===== config.mk =====
export PLATFORM = sky130hd
export DESIGN_NAME = maxpool2x2_stage
export DESIGN_NICKNAME = d
export VERILOG_FILES = /design/src/rtl/pool_pkg.sv /design/src/rtl/pool_lat_pipe.sv /design/src/rtl/pool_addr_gen.sv /design/src/rtl/pool_max_unit.sv /design/src/rtl/maxpool2x2_stage.sv
export SDC_FILE = /design/constraint.sdc
export NUM_CORES = 1
export LEC_CHECK = 0
export BUFFER_PORTS_ARGS = -buffer_cell sky130_fd_sc_hd__buf_2
export CAP_MARGIN = 20
export CORE_ASPECT_RATIO = 1.5
export CORE_MARGIN = 4
export CORE_UTILIZATION = 46
export DETAILED_ROUTE_END_ITERATION = 10
export PLACE_DENSITY = 0.73
export SKIP_CTS_REPAIR_TIMING = 1
export SLEW_MARGIN = 15
export SYNTH_ARGS = -nofsm -noshare
export SYNTH_HDL_FRONTEND = slang
export SYNTH_HIERARCHICAL = 1
export SYNTH_SLANG_ARGS = --single-unit

===== constraint.sdc =====
create_clock -name clk -period 1.6 [get_ports clk]
set_input_delay 0.32 -clock clk [delete_from_list [all_inputs] [get_ports clk]]
set_output_delay 0.32 -clock clk [all_outputs]
set_load 0.05 [all_outputs]

===== src/rtl/pool_pkg.sv =====
// Package for the pooling stage: controller states and a width helper.
// Assumes only that every user imports it before it declares ports.
package pool_pkg;

    typedef enum logic [2:0] {
        PS_IDLE,
        PS_ISSUE,
        PS_WAIT,
        PS_WRITE,
        PS_FIN
    } pool_state_e;

    // Bits needed to index n items; never less than one.
    function automatic int idx_w(input int n);
        return (n > 1) ? $clog2(n) : 1;
    endfunction

endpackage


===== src/rtl/pool_lat_pipe.sv =====
// Tracks one read request through the memory latency. ret_valid is high
// in the cycle in which rd_data holds the word for a request made LAT
// cycles earlier. Assumes LAT >= 1.
module pool_lat_pipe #(
    parameter int LAT = 2
) (
    input  logic clk,
    input  logic rst_n,
    input  logic req,
    output logic ret_valid
);
    generate
        if (LAT == 1) begin : g_one
            logic v_q;
            // Single-stage delay of the request flag.
            always_ff @(posedge clk) begin
                if (!rst_n) v_q <= 1'b0;
                else        v_q <= req;
            end
            assign ret_valid = v_q;
        end else begin : g_many
            logic [LAT-1:0] sr_q;
            // Shift register of the request flag, one bit per latency cycle.
            always_ff @(posedge clk) begin
                if (!rst_n) sr_q <= '0;
                else        sr_q <= {sr_q[LAT-2:0], req};
            end
            assign ret_valid = sr_q[LAT-1];
        end
    endgenerate
endmodule


===== src/rtl/pool_addr_gen.sv =====
// Walks output coordinates (channel, row, column) and the tap inside the
// current window. From these it forms the input read address and the output
// write address. Assumes even IN_H and IN_W.
module pool_addr_gen import pool_pkg::*; #(
    parameter int CHANNELS = 2,
    parameter int IN_H     = 4,
    parameter int IN_W     = 4
) (
    input  logic                                   clk,
    input  logic                                   rst_n,
    input  logic                                   clear,
    input  logic                                   step_tap,
    input  logic                                   step_out,
    output logic [idx_w(CHANNELS*IN_H*IN_W)-1:0]   rd_addr,
    output logic [idx_w(CHANNELS*IN_H*IN_W/4)-1:0] wr_addr,
    output logic                                   first_tap,
    output logic                                   last_tap,
    output logic                                   last_out
);
    localparam int OUT_H = IN_H / 2;
    localparam int OUT_W = IN_W / 2;
    localparam int RA_W  = idx_w(CHANNELS*IN_H*IN_W);
    localparam int WA_W  = idx_w(CHANNELS*OUT_H*OUT_W);
    localparam int CW    = idx_w(CHANNELS);
    localparam int YW    = idx_w(OUT_H);
    localparam int XW    = idx_w(OUT_W);

    logic [CW-1:0] c_q;
    logic [YW-1:0] y_q;
    logic [XW-1:0] x_q;
    logic [1:0]    tap_q;

    logic x_end, y_end, c_end;
    assign x_end = (x_q == XW'(OUT_W - 1));
    assign y_end = (y_q == YW'(OUT_H - 1));
    assign c_end = (c_q == CW'(CHANNELS - 1));

    // Tap and coordinate counters; the column moves fastest, the channel slowest.
    always_ff @(posedge clk) begin
        if (!rst_n || clear) begin
            c_q   <= '0;
            y_q   <= '0;
            x_q   <= '0;
            tap_q <= '0;
        end else if (step_tap) begin
            tap_q <= tap_q + 2'd1;
        end else if (step_out) begin
            tap_q <= '0;
            if (!x_end) begin
                x_q <= x_q + 1'b1;
            end else begin
                x_q <= '0;
                if (!y_end) begin
                    y_q <= y_q + 1'b1;
                end else begin
                    y_q <= '0;
                    c_q <= c_q + 1'b1;
                end
            end
        end
    end

    // Tap bit 1 selects the lower row, tap bit 0 the right column.
    assign rd_addr = RA_W'((32'(c_q) * IN_H + 2 * 32'(y_q) + 32'(tap_q[1])) * IN_W
                           + 2 * 32'(x_q) + 32'(tap_q[0]));
    assign wr_addr = WA_W'((32'(c_q) * OUT_H + 32'(y_q)) * OUT_W + 32'(x_q));

    assign first_tap = (tap_q == 2'd0);
    assign last_tap  = (tap_q == 2'd3);
    assign last_out  = x_end && y_end && c_end;
endmodule


===== src/rtl/pool_max_unit.sv =====
// Running signed maximum of one window. The first sample loads the value
// unconditionally; a later sample replaces it only when strictly greater.
module pool_max_unit #(
    parameter int DATA_W = 8
) (
    input  logic              clk,
    input  logic              rst_n,
    input  logic              load,
    input  logic              first,
    input  logic [DATA_W-1:0] din,
    output logic [DATA_W-1:0] max_q
);
    logic greater;
    assign greater = $signed(din) > $signed(max_q);

    // Seed on the first tap, then keep the larger in two's complement.
    always_ff @(posedge clk) begin
        if (!rst_n)                         max_q <= '0;
        else if (load && (first || greater)) max_q <= din;
    end
endmodule


===== src/rtl/maxpool2x2_stage.sv =====
// 2x2 stride-2 signed max-pooling stage with a start/busy/done handshake.
// Issues one read at a time, waits RD_LAT cycles for the data, and writes
// each window maximum once. Assumes even IN_H and IN_W, and RD_LAT >= 1.
module maxpool2x2_stage import pool_pkg::*; #(
    parameter int DATA_W   = 8,
    parameter int CHANNELS = 2,
    parameter int IN_H     = 4,
    parameter int IN_W     = 4,
    parameter int RD_LAT   = 2
) (
    input  logic                                   clk,
    input  logic                                   rst_n,
    input  logic                                   start,
    output logic                                   busy,
    output logic                                   done,
    output logic                                   rd_en,
    output logic [idx_w(CHANNELS*IN_H*IN_W)-1:0]   rd_addr,
    input  logic [DATA_W-1:0]                      rd_data,
    output logic                                   wr_en,
    output logic [idx_w(CHANNELS*IN_H*IN_W/4)-1:0] wr_addr,
    output logic [DATA_W-1:0]                      wr_data
);
    pool_state_e state_q;
    logic ret_valid, first_tap, last_tap, last_out;
    logic gen_clear, step_tap, step_out, take;

    assign gen_clear = (state_q == PS_IDLE) && start;
    assign take      = (state_q == PS_WAIT) && ret_valid;
    assign step_tap  = take && !last_tap;
    assign step_out  = (state_q == PS_WRITE) && !last_out;

    // Controller: issue, wait for the data, and after four taps write the result.
    always_ff @(posedge clk) begin
        if (!rst_n) begin
            state_q <= PS_IDLE;
        end else begin
            case (state_q)
                PS_IDLE:  if (start) state_q <= PS_ISSUE;
                PS_ISSUE: state_q <= PS_WAIT;
                PS_WAIT:  if (ret_valid) state_q <= last_tap ? PS_WRITE : PS_ISSUE;
                PS_WRITE: state_q <= last_out ? PS_FIN : PS_ISSUE;
                PS_FIN:   state_q <= PS_IDLE;
                default:  state_q <= PS_IDLE;
            endcase
        end
    end

    pool_addr_gen #(.CHANNELS(CHANNELS), .IN_H(IN_H), .IN_W(IN_W)) u_addr (
        .clk(clk), .rst_n(rst_n), .clear(gen_clear),
        .step_tap(step_tap), .step_out(step_out),
        .rd_addr(rd_addr), .wr_addr(wr_addr),
        .first_tap(first_tap), .last_tap(last_tap), .last_out(last_out)
    );

    pool_lat_pipe #(.LAT(RD_LAT)) u_lat (
        .clk(clk), .rst_n(rst_n), .req(rd_en), .ret_valid(ret_valid)
    );

    pool_max_unit #(.DATA_W(DATA_W)) u_max (
        .clk(clk), .rst_n(rst_n), .load(take), .first(first_tap),
        .din(rd_data), .max_q(wr_data)
    );

    assign rd_en = (state_q == PS_ISSUE);
    assign wr_en = (state_q == PS_WRITE);
    assign busy  = (state_q == PS_ISSUE) || (state_q == PS_WAIT) || (state_q == PS_WRITE);
    assign done  = (state_q == PS_FIN);
endmodule


# Word-level counts from Yosys, hierarchy flattened
# Cells that the tools add are included.
dict set report op_classes {
  n_addsub 10
  order_cmp 1
  eq_ne 7
  mux 9
  bitwise 1
  n_reduce_logical 21
}
# op n
set op_table {}
lappend op_table {{3-bit case mux with 4 select lines} 1}
lappend op_table {{3-bit 2-to-1 mux} 3}
lappend op_table {{8-bit > comparator} 1}
lappend op_table {{1-bit logical AND} 7}
lappend op_table {{3-bit by 1-bit adder with 3-bit output} 2}
lappend op_table {{3-bit by 2-bit == test with 1-bit output (second input constant)} 2}
lappend op_table {{2-bit 2-to-1 mux} 3}
lappend op_table {{5-bit by 1-bit adder with 5-bit output} 1}
lappend op_table {{5-bit by 2-bit adder with 5-bit output} 1}
lappend op_table {{1-bit logical OR} 4}
lappend op_table {{2-bit AND reduction} 2}
lappend op_table {{4-bit AND reduction} 1}
lappend op_table {{1-bit adder (second input constant)} 3}
lappend op_table {{3-bit by 2-bit adder with 3-bit output} 1}
lappend op_table {{3-bit by 1-bit == test with 1-bit output (second input constant)} 1}
lappend op_table {{3-bit == test (second input constant)} 1}
lappend op_table {{1-bit logical NOT} 3}
lappend op_table {{3-bit logical NOT} 1}
lappend op_table {{3-bit AND reduction} 1}
lappend op_table {{2-bit by 1-bit adder with 2-bit output} 1}
lappend op_table {{2-bit by 1-bit adder with 2-bit output (second input constant)} 1}
lappend op_table {{2-bit == test (second input constant)} 1}
lappend op_table {{2-bit logical NOT} 1}
lappend op_table {{1-bit 2-to-1 mux} 2}
lappend op_table {{4 further kinds} 4}
dict set report totals {
  regBits 18
  inputBits 11
  wordCells 56
}

# Longest topological paths before layout
# Gate-level depths: netlist of the first run.
dict set report depth {
  word_depth 6
  depth_mapped 8
  mapped_depth_nobuf 7
}

# Cells and area by module
# The synthesis of the first run kept the hierarchy.
# module n_inst cells_per_inst area_each_um2 seq_area_each_um2
set modules_own_cells {}
lappend modules_own_cells {pool_max_unit 1 65 535.5 160.2}
lappend modules_own_cells {pool_addr_gen 1 32 285.3 100.1}
lappend modules_own_cells {maxpool2x2_stage 1 25 211.5 60.1}
lappend modules_own_cells {pool_lat_pipe 1 4 52.6 40.0}

# Least setup slack after synthesis of the first run
# Ideal clock, no wire load.
dict set report synth_path {
  path_type {reg-to-reg}
  start {register u_max.max_q[7]}
  end {register u_max.max_q[0]}
  setup_time_ps 119
  t_arrival_ps 1834
  required_ps 1481
  setup_slack_ps -353
  stages_incl_launch_ff 9
  n_path_buf 1
  synth_period_minus_slack_ps 1953
  cell_sequence {dfxtp_1 -> inv_1 -> ha_1 -> inv_1 -> nor4_2 -> o21ai_1 -> o221a_1 -> buf_6 -> mux2i_1}
}
dict set report synth_between {
  elab_chain_cells 3
}
# item line_no
set synth_rtl {}
lappend synth_rtl {{start, declared} pool_max_unit.sv:11} ;# output logic [DATA_W-1:0] max_q
lappend synth_rtl {{start signal, assigned} pool_max_unit.sv:19} ;# else if (load && (first || greater)) max_q <= din;
lappend synth_rtl {{8-bit > comparator} pool_max_unit.sv:14} ;# assign greater = $signed(din) > $signed(max_q);
lappend synth_rtl {{1-bit logical OR} pool_max_unit.sv:19}
lappend synth_rtl {{1-bit logical AND} pool_max_unit.sv:19}
# No other way between the ends.
# A chain may end at the register's enable or synchronous reset.

# Worst setup path after layout of the first run
dict set report layout_path {
  start {register u_max.max_q[1]}
  end {register u_max.max_q[0]}
}
# Same word-level chain as after synthesis.

==> results of run 1 <==
cells by family (layout without fill, tap and decap cells):
family,count (synthesis),after routing,synth area share
buffers and inverters,23,56,0.108
flip-flops,18,18,0.332
adder cells (fa/ha/maj),10,10,0.115
multiplexers,8,8,0.0738
AO/OA/AOI/OAI,13,13,0.0750
AND/OR/NAND/NOR,51,51,0.271
XOR/XNOR,3,3,0.0242
worst min path at each step:
stage	end	depth (start not counted)	slack, ns
3_3_place_gp	u_lat/g_many.sr_q[1]	1	0.42
2_1_floorplan	u_lat/g_many.sr_q[1]	1	0.41
5_1_grt	u_max/max_q[5]	3	0.25
4_1_cts	u_max/max_q[3]	3	0.25
6_report	u_max/max_q[3]	3	0.27
3_5_place_dp	u_lat/g_many.sr_q[1]	1	0.42
worst reg2reg max path, cell delays in order, from the launching register on:
cell and delay [ns]:
dfxtp_4 0.36, inv_2 0.04, ha_4 0.25, nor2b_4 0.12
o211ai_1 0.08, a21oi_1 0.17, o221a_4 0.32, mux2i_1 0.21
final cells by class:
cell class                      instances  area [sq um]
Sequential cell                        18           390
Fill cell                             207           838
Tap cell                               23          28.8
Multi-Input combinational cell         85           662
Timing Repair Buffer                   39           229
Inverter                               13          48.8
Clock buffer                            4          36.3
Yosys cell counts (2+ instances only):
cell type,instances
nor2_1,9
buf_4,6
nor2b_1,4
ha_1,10
nand2b_1,3
dfxtp_1,18
nand2_1,16
nor3b_1,2
mux2i_1,8
clkbuf_1,2
a21oi_1,9
inv_1,12
nand4_1,2
xor2_1,2
and2b_1,2
and3_1,2
and2_1,3
power breakdown:
group	internal (mW)	switching (mW)	leakage [nW]
combinational	0.0668	0.104	0.462
sequential	0.451	0.0138	0.153
clock	0.139	0.147	0.0210
layout by cell type (no fill, tap or decap), drive strengths merged:
master,instances
a21oi,9
nor2b,5
nor4,1
a211oi,1
and4bb,1
nand3b,1
and3,2
nand4b,1
buf,38
o221a,1
and2b,2
inv,13
nand2,16
nand2b,3
o211ai,1
ha,10
xor2,2
mux2i,8
xnor2,1
clkbuf,5
and2,3
nor3b,3
o21ai,1
dfxtp,18
nor2,9
nand4,2
nor3,1
nor4b,1
per-stage QoR:
step | setup slack [ns] | TNS, ns | cells
floorplan | -0.0575 | -0.484 | 126
global placement | -0.253 | -2.01 | 178
detailed placement | -0.322 | -2.43 | 178
CTS | -0.273 | -2.05 | 182
global route | -0.110 | -0.737 | 182
finish | -0.0282 | -0.0990 | 182
state kept, by name, summed over array words and instances (netlist names):
register and count:
u_lat/g_many.sr_q 2, u_addr/tap_q 2, u_addr/c_end 1, u_addr/y_end 1
u_addr/x_end 1, state_q 3, u_max/max_q 8
layer usage:
metal,up-vias,share of wire,track usage
li1,475,-,-
met1,432,0.36,0.159
met2,22,0.56,0.287
met3,4,0.059,0.0320
met4,0,0.024,0.114
met5,-,0,0
==> reports/results.ini, run 1 <==
[worst_setup_path]
path_depth = 7
end_kind = flip-flop
cp-startpoint = u_max/max_q[1]
critPathLaunchType = flip-flop
cp_slowest_cell = dfxtp_4
ff2ff_setup_slack_ns = -0.03
required_ns = 1.83
crit_buf_inv = 1
crit_family = compound AO/OA/AOI/OAI gates
crit_path_max_fanout = 8
slowest_delay_ns = 0.36
r2r_cells = 7
critPathCapture = u_max/max_q[0]
r2r-end = u_max/max_q[0]
worstPathCellList = inv_2, ha_4, nor2b_4, o211ai_1, a21oi_1, o221a_4, mux2i_1
crit_type = reg2reg
cp.arrival_ns = 1.86
r2r_start = u_max/max_q[1]

[drt]
postRouteAntennaNets = 0
first_pass_iters = 4
post_drt_wl_per_cell_microns = 12.2
drcViolationCount = 0
wirelength_microns = 2230
drt_iter0_drc = 20
vias_per_cell = 5.13
via_count = 933

[clock_tree]
numCtsBuffers = 3
h-tree-depth = 1
insertion_delay_ns = 0.30
cts_buffer_depth = 2
cts.sinks = 18
clk_pin_slew_ns = 0.11
cts_tree = built
clockRootBuffer = clkbuf_4

[power_and_ir_drop]
power.density_nw_per_um2 = 660
ir_worst_vdd_uv = 531
fin_total_pwr_mw = 0.921
static-leakage-power_nw = 0.636

[timing]
relSlewSlack = 0.774
hold_slack_ns = 0.266
fin_skew_ns = 0.00475
hold_viol = 0
report.final.slew_viol_count = 0
min_period_ns = 1.63
post-route-period-util = 1.02
max_freq_mhz = 614
layout_setup_ws_ns = -0.0282
rsz0062_at_grt = true
setup_violations = 7
tightestPinTransition_ns = 0.339

[cells_and_area]
drive_above_1_share = 0.434
n_antenna_cell = 0
final_nets = 181
final_util = 0.625
syn2layout_area_growth_pct = 28.6
stdcell_area_sq_um = 1400

[global_route]
grt_pass1_wl_microns = 3730
grt_usage = 0.163
grt_pass1_vias = 934
grt_max_degree = 22
overflow = 0
antenna_found_initial = 0

[run_status]
status = complete, but fails checks
violations = negative setup slack

[worst_hold_path]
hold_class = in2reg
worstHoldStart = rd_data[3]

[placed_design]
globalplace.congestion = 0.802
dpl.hpwl_microns = 1840
io_buffer_count = 30
placed_cell_area_sq_um = 1330

[yosys]
synth-seq-area-share = 0.332
synth_area_sq_um = 1080
yosysWarnings = 6
synth_cell_type_count = 33
syn-num-nets = 147
synth_top_cell_by_area = dfxtp_1
syn_avg_cell_area_sq_um = 8.61
synthTopCellsByArea = dfxtp_1, ha_1, mux2i_1, nand2_1, a21oi_1
ys_ff_latch = 18
synth_top_area_share = 0.332
ys_async_sr_fraction = 0
postSynthCellCount = 126
synth_flop_cell = dfxtp_1
synth_edf_count = 0

[die]
dieArea_sq_um = 3220
pin_count = 31
coreArea_sq_um = 2230
initial_core_util = 0.486
std_cell_rows = 21
fp.dieH_microns = 67.5
die_w_microns = 47.7

[run]
drv_cap = 0

(Power assumes the default switching activity.)
==> inputs of run 2 (changes only) <==
- CORE_ASPECT_RATIO: 1.5 -> not set
- CTS_CLUSTER_DIAMETER: not set -> 200
==> run 2 against run 1 <==
The flow still finishes with violations (negative setup slack). Cell area rose by 0.36%. Critical path depth did not move. Clock skew rose by 0.00089 ns. Die area fell by 0.50%. Largest power group unchanged. Power fell by 5.1%. Via count rose by 1.1%. Global-route usage fell by 1.1 points. Sequential power barely moved. Combinational power barely moved. Clock power fell by 16%. Core utilization rose by 0.22 points. Sequential cell count did not move.
==> reports/results.ini, run 2 (same netlist as run 1, synthesis figures left out) <==
[run_status]
status = complete, but fails checks
violations = negative setup slack

[die]
initial_core_util = 0.486  ; unchanged
dieArea_sq_um = 3200  ; -0.50%
pin_count = 31  ; unchanged
coreArea_sq_um = 2230  ; unchanged
std_cell_rows = 17  ; -19%
die_w_microns = 56.6  ; +19%
fp.dieH_microns = 56.6  ; -16%

[cells_and_area]
drive_above_1_share = 0.429  ; -0.00539
final_cells = 189  ; +3.8%
syn2layout_area_growth_pct = 29.1
final_cell_mix = buf_2, nand2_1, buf_4
n_fill_cell = 212  ; +2.4%
seqCellArea_sq_um = 388  ; -0.64%
top_register = u_max/max_q
multiInputGateArea_sq_um = 658  ; -0.57%
reg_top3 = u_max/max_q x8, state_q x3
n_antenna_cell = 0  ; unchanged
stdcell_area_sq_um = 1400  ; +0.36%
largest_reg_flops = 8  ; unchanged
final_nets = 183  ; +1.1%
final_common_cell = buf_2

[worst_setup_path]
critPathLaunchType = flip-flop
cp.arrival_ns = 1.87  ; about the same
end_kind = flip-flop
crit_type = reg2reg
crit_path_max_fanout = 8  ; unchanged
required_ns = 1.82  ; about the same

[placed_design]
dpl.hpwl_microns = 1780  ; -3.3%
placed_cell_area_sq_um = 1340  ; +1.0%
dp.cells = 184  ; +3.4%
io_buffer_count = 30  ; unchanged
globalplace.congestion = 0.742  ; -7.6%

[power_and_ir_drop]
intPower_mw = 0.614  ; -6.4%
static-leakage-power_nw = 0.640  ; +0.69%
power.density_nw_per_um2 = 624  ; -5.5%
p_switching_mw = 0.260  ; -2.0%
power_frac_comb = 0.195  ; +0.010
pwr-share-seq = 0.532  ; +0.027
ir_worst_vdd_uv = 430  ; -19%
clkPwrFrac = 0.273  ; -0.037
swShare = 0.297  ; +0.00969

[timing]
setup_violations = 8  ; +1
min_period_ns = 1.65  ; +0.0237 ns
tightestPinTransition_ns = 0.369  ; +0.0300 ns
rsz0062_at_grt = true
relSlewSlack = 0.754  ; -0.0200
post-route-period-util = 1.03  ; +0.0148
fin_skew_ns = 0.00563  ; +0.000885 ns
layout_setup_ws_ns = -0.0519  ; -0.0237 ns
hold_viol = 0  ; unchanged
max_freq_mhz = 605  ; -1.4%
report.final.slew_viol_count = 0  ; unchanged

[clock_tree]
cts_buffer_depth = 2  ; unchanged
clockRootBuffer = clkbuf_4
h-tree-depth = 1  ; unchanged
cts_tree = built
numCtsBuffers = 3  ; unchanged
cts.sinks = 18  ; unchanged
insertion_delay_ns = 0.29  ; about the same
clk_pin_slew_ns = 0.11  ; about the same

[global_route]
grt_max_degree = 22  ; unchanged
grt_usage = 0.152  ; -0.0112
antenna_found_initial = 0  ; unchanged
overflow = 0  ; unchanged
grt_pass1_wl_microns = 3970  ; +6.7%
grt_pass1_vias = 968  ; +3.6%

[worst_hold_path]
hold_class = in2reg

[drt]
via_count = 943  ; +1.1%
wirelength_microns = 2310  ; +3.6%
vias_per_cell = 4.99  ; -2.7%
drcViolationCount = 0  ; unchanged
drt_iter0_drc = 3  ; -85%
postRouteAntennaNets = 0  ; unchanged
first_pass_iters = 4  ; unchanged
post_drt_wl_per_cell_microns = 12.2  ; -0.24%

[run]
drv_cap = 0  ; unchanged

==> run 2: worst max-delay path, stage by stage, from the launching register on <==
cell	delay, ns
dfxtp_4	0.37
inv_4	0.03
ha_4	0.25
inv_2	0.04
nor4_2	0.21
o21ai_1	0.12
o221a_4	0.37
mux2i_1	0.19
==> run 2: metal layers <==
| layer | track usage | vias to the layer above | share of wire | wire, microns |
|---|---|---|---|---|
| met1 | 0.175 | 444 | 0.43 | 997 |
| li1 | - | 481 | - | - |
| met3 | 0.0276 | 0 | 0.043 | 99 |
| met4 | 0.0610 | 0 | 0 | 0 |
| met2 | 0.271 | 18 | 0.52 | 1210 |
| met5 | 0 | - | 0 | 0 |
==> run 2: metrics by stage <==
step / hold WS [ns] / total power [mW] / setup TNS [ns] / setup WS [ns] / util
finish: 0.270 / 0.874 / -0.270 / -0.0519 / 0.627
global route: 0.266 / 0.930 / -0.707 / -0.127 / 0.627
CTS: 0.256 / 0.882 / -2.10 / -0.290 / 0.611
detailed placement: 0.421 / 0.641 / -2.40 / -0.331 / 0.599
global placement: 0.414 / 0.635 / -2.23 / -0.281 / 0.599
floorplan: 0.412 / 0.601 / -0.484 / -0.0575 / -
==> run 2: power by group through the flow <==
| stage | Clock, mW | Sequential [mW] | Combinational [mW] |
|---|---|---|---|
| 5_1_grt | 0.272 | 0.467 | 0.190 |
| 3_3_place_gp | 0 | 0.474 | 0.160 |
| 4_1_cts | 0.251 | 0.465 | 0.166 |
| 3_5_place_dp | 0 | 0.475 | 0.165 |
| 2_1_floorplan | 0 | 0.473 | 0.128 |
| 6_report | 0.239 | 0.465 | 0.170 |
==> run 2: final timing paths <==
| kind | slack, ns | cells past startpoint | endpoint | from |
|---|---|---|---|---|
| worst max-delay path | -0.05 | 7 | u_max/max_q[2] | u_max/max_q[7] |
| worst min-delay path | 0.27 | 3 | u_max/max_q[6] | rd_data[6] |
| worst max register to register | -0.05 | 7 | u_max/max_q[2] | u_max/max_q[7] |
| worst min register to register | 0.44 | 1 | u_lat/g_many.sr_q[1] | u_lat/g_many.sr_q[0] |
==> run 2: layout make-up <==
cell class              instances  area share
repair buffers                 41       0.172
well taps                      28      0.0250
inverters                      13      0.0366
flip-flops and latches         18       0.277
multi-input cells              85       0.470
clock buffers                   4      0.0188
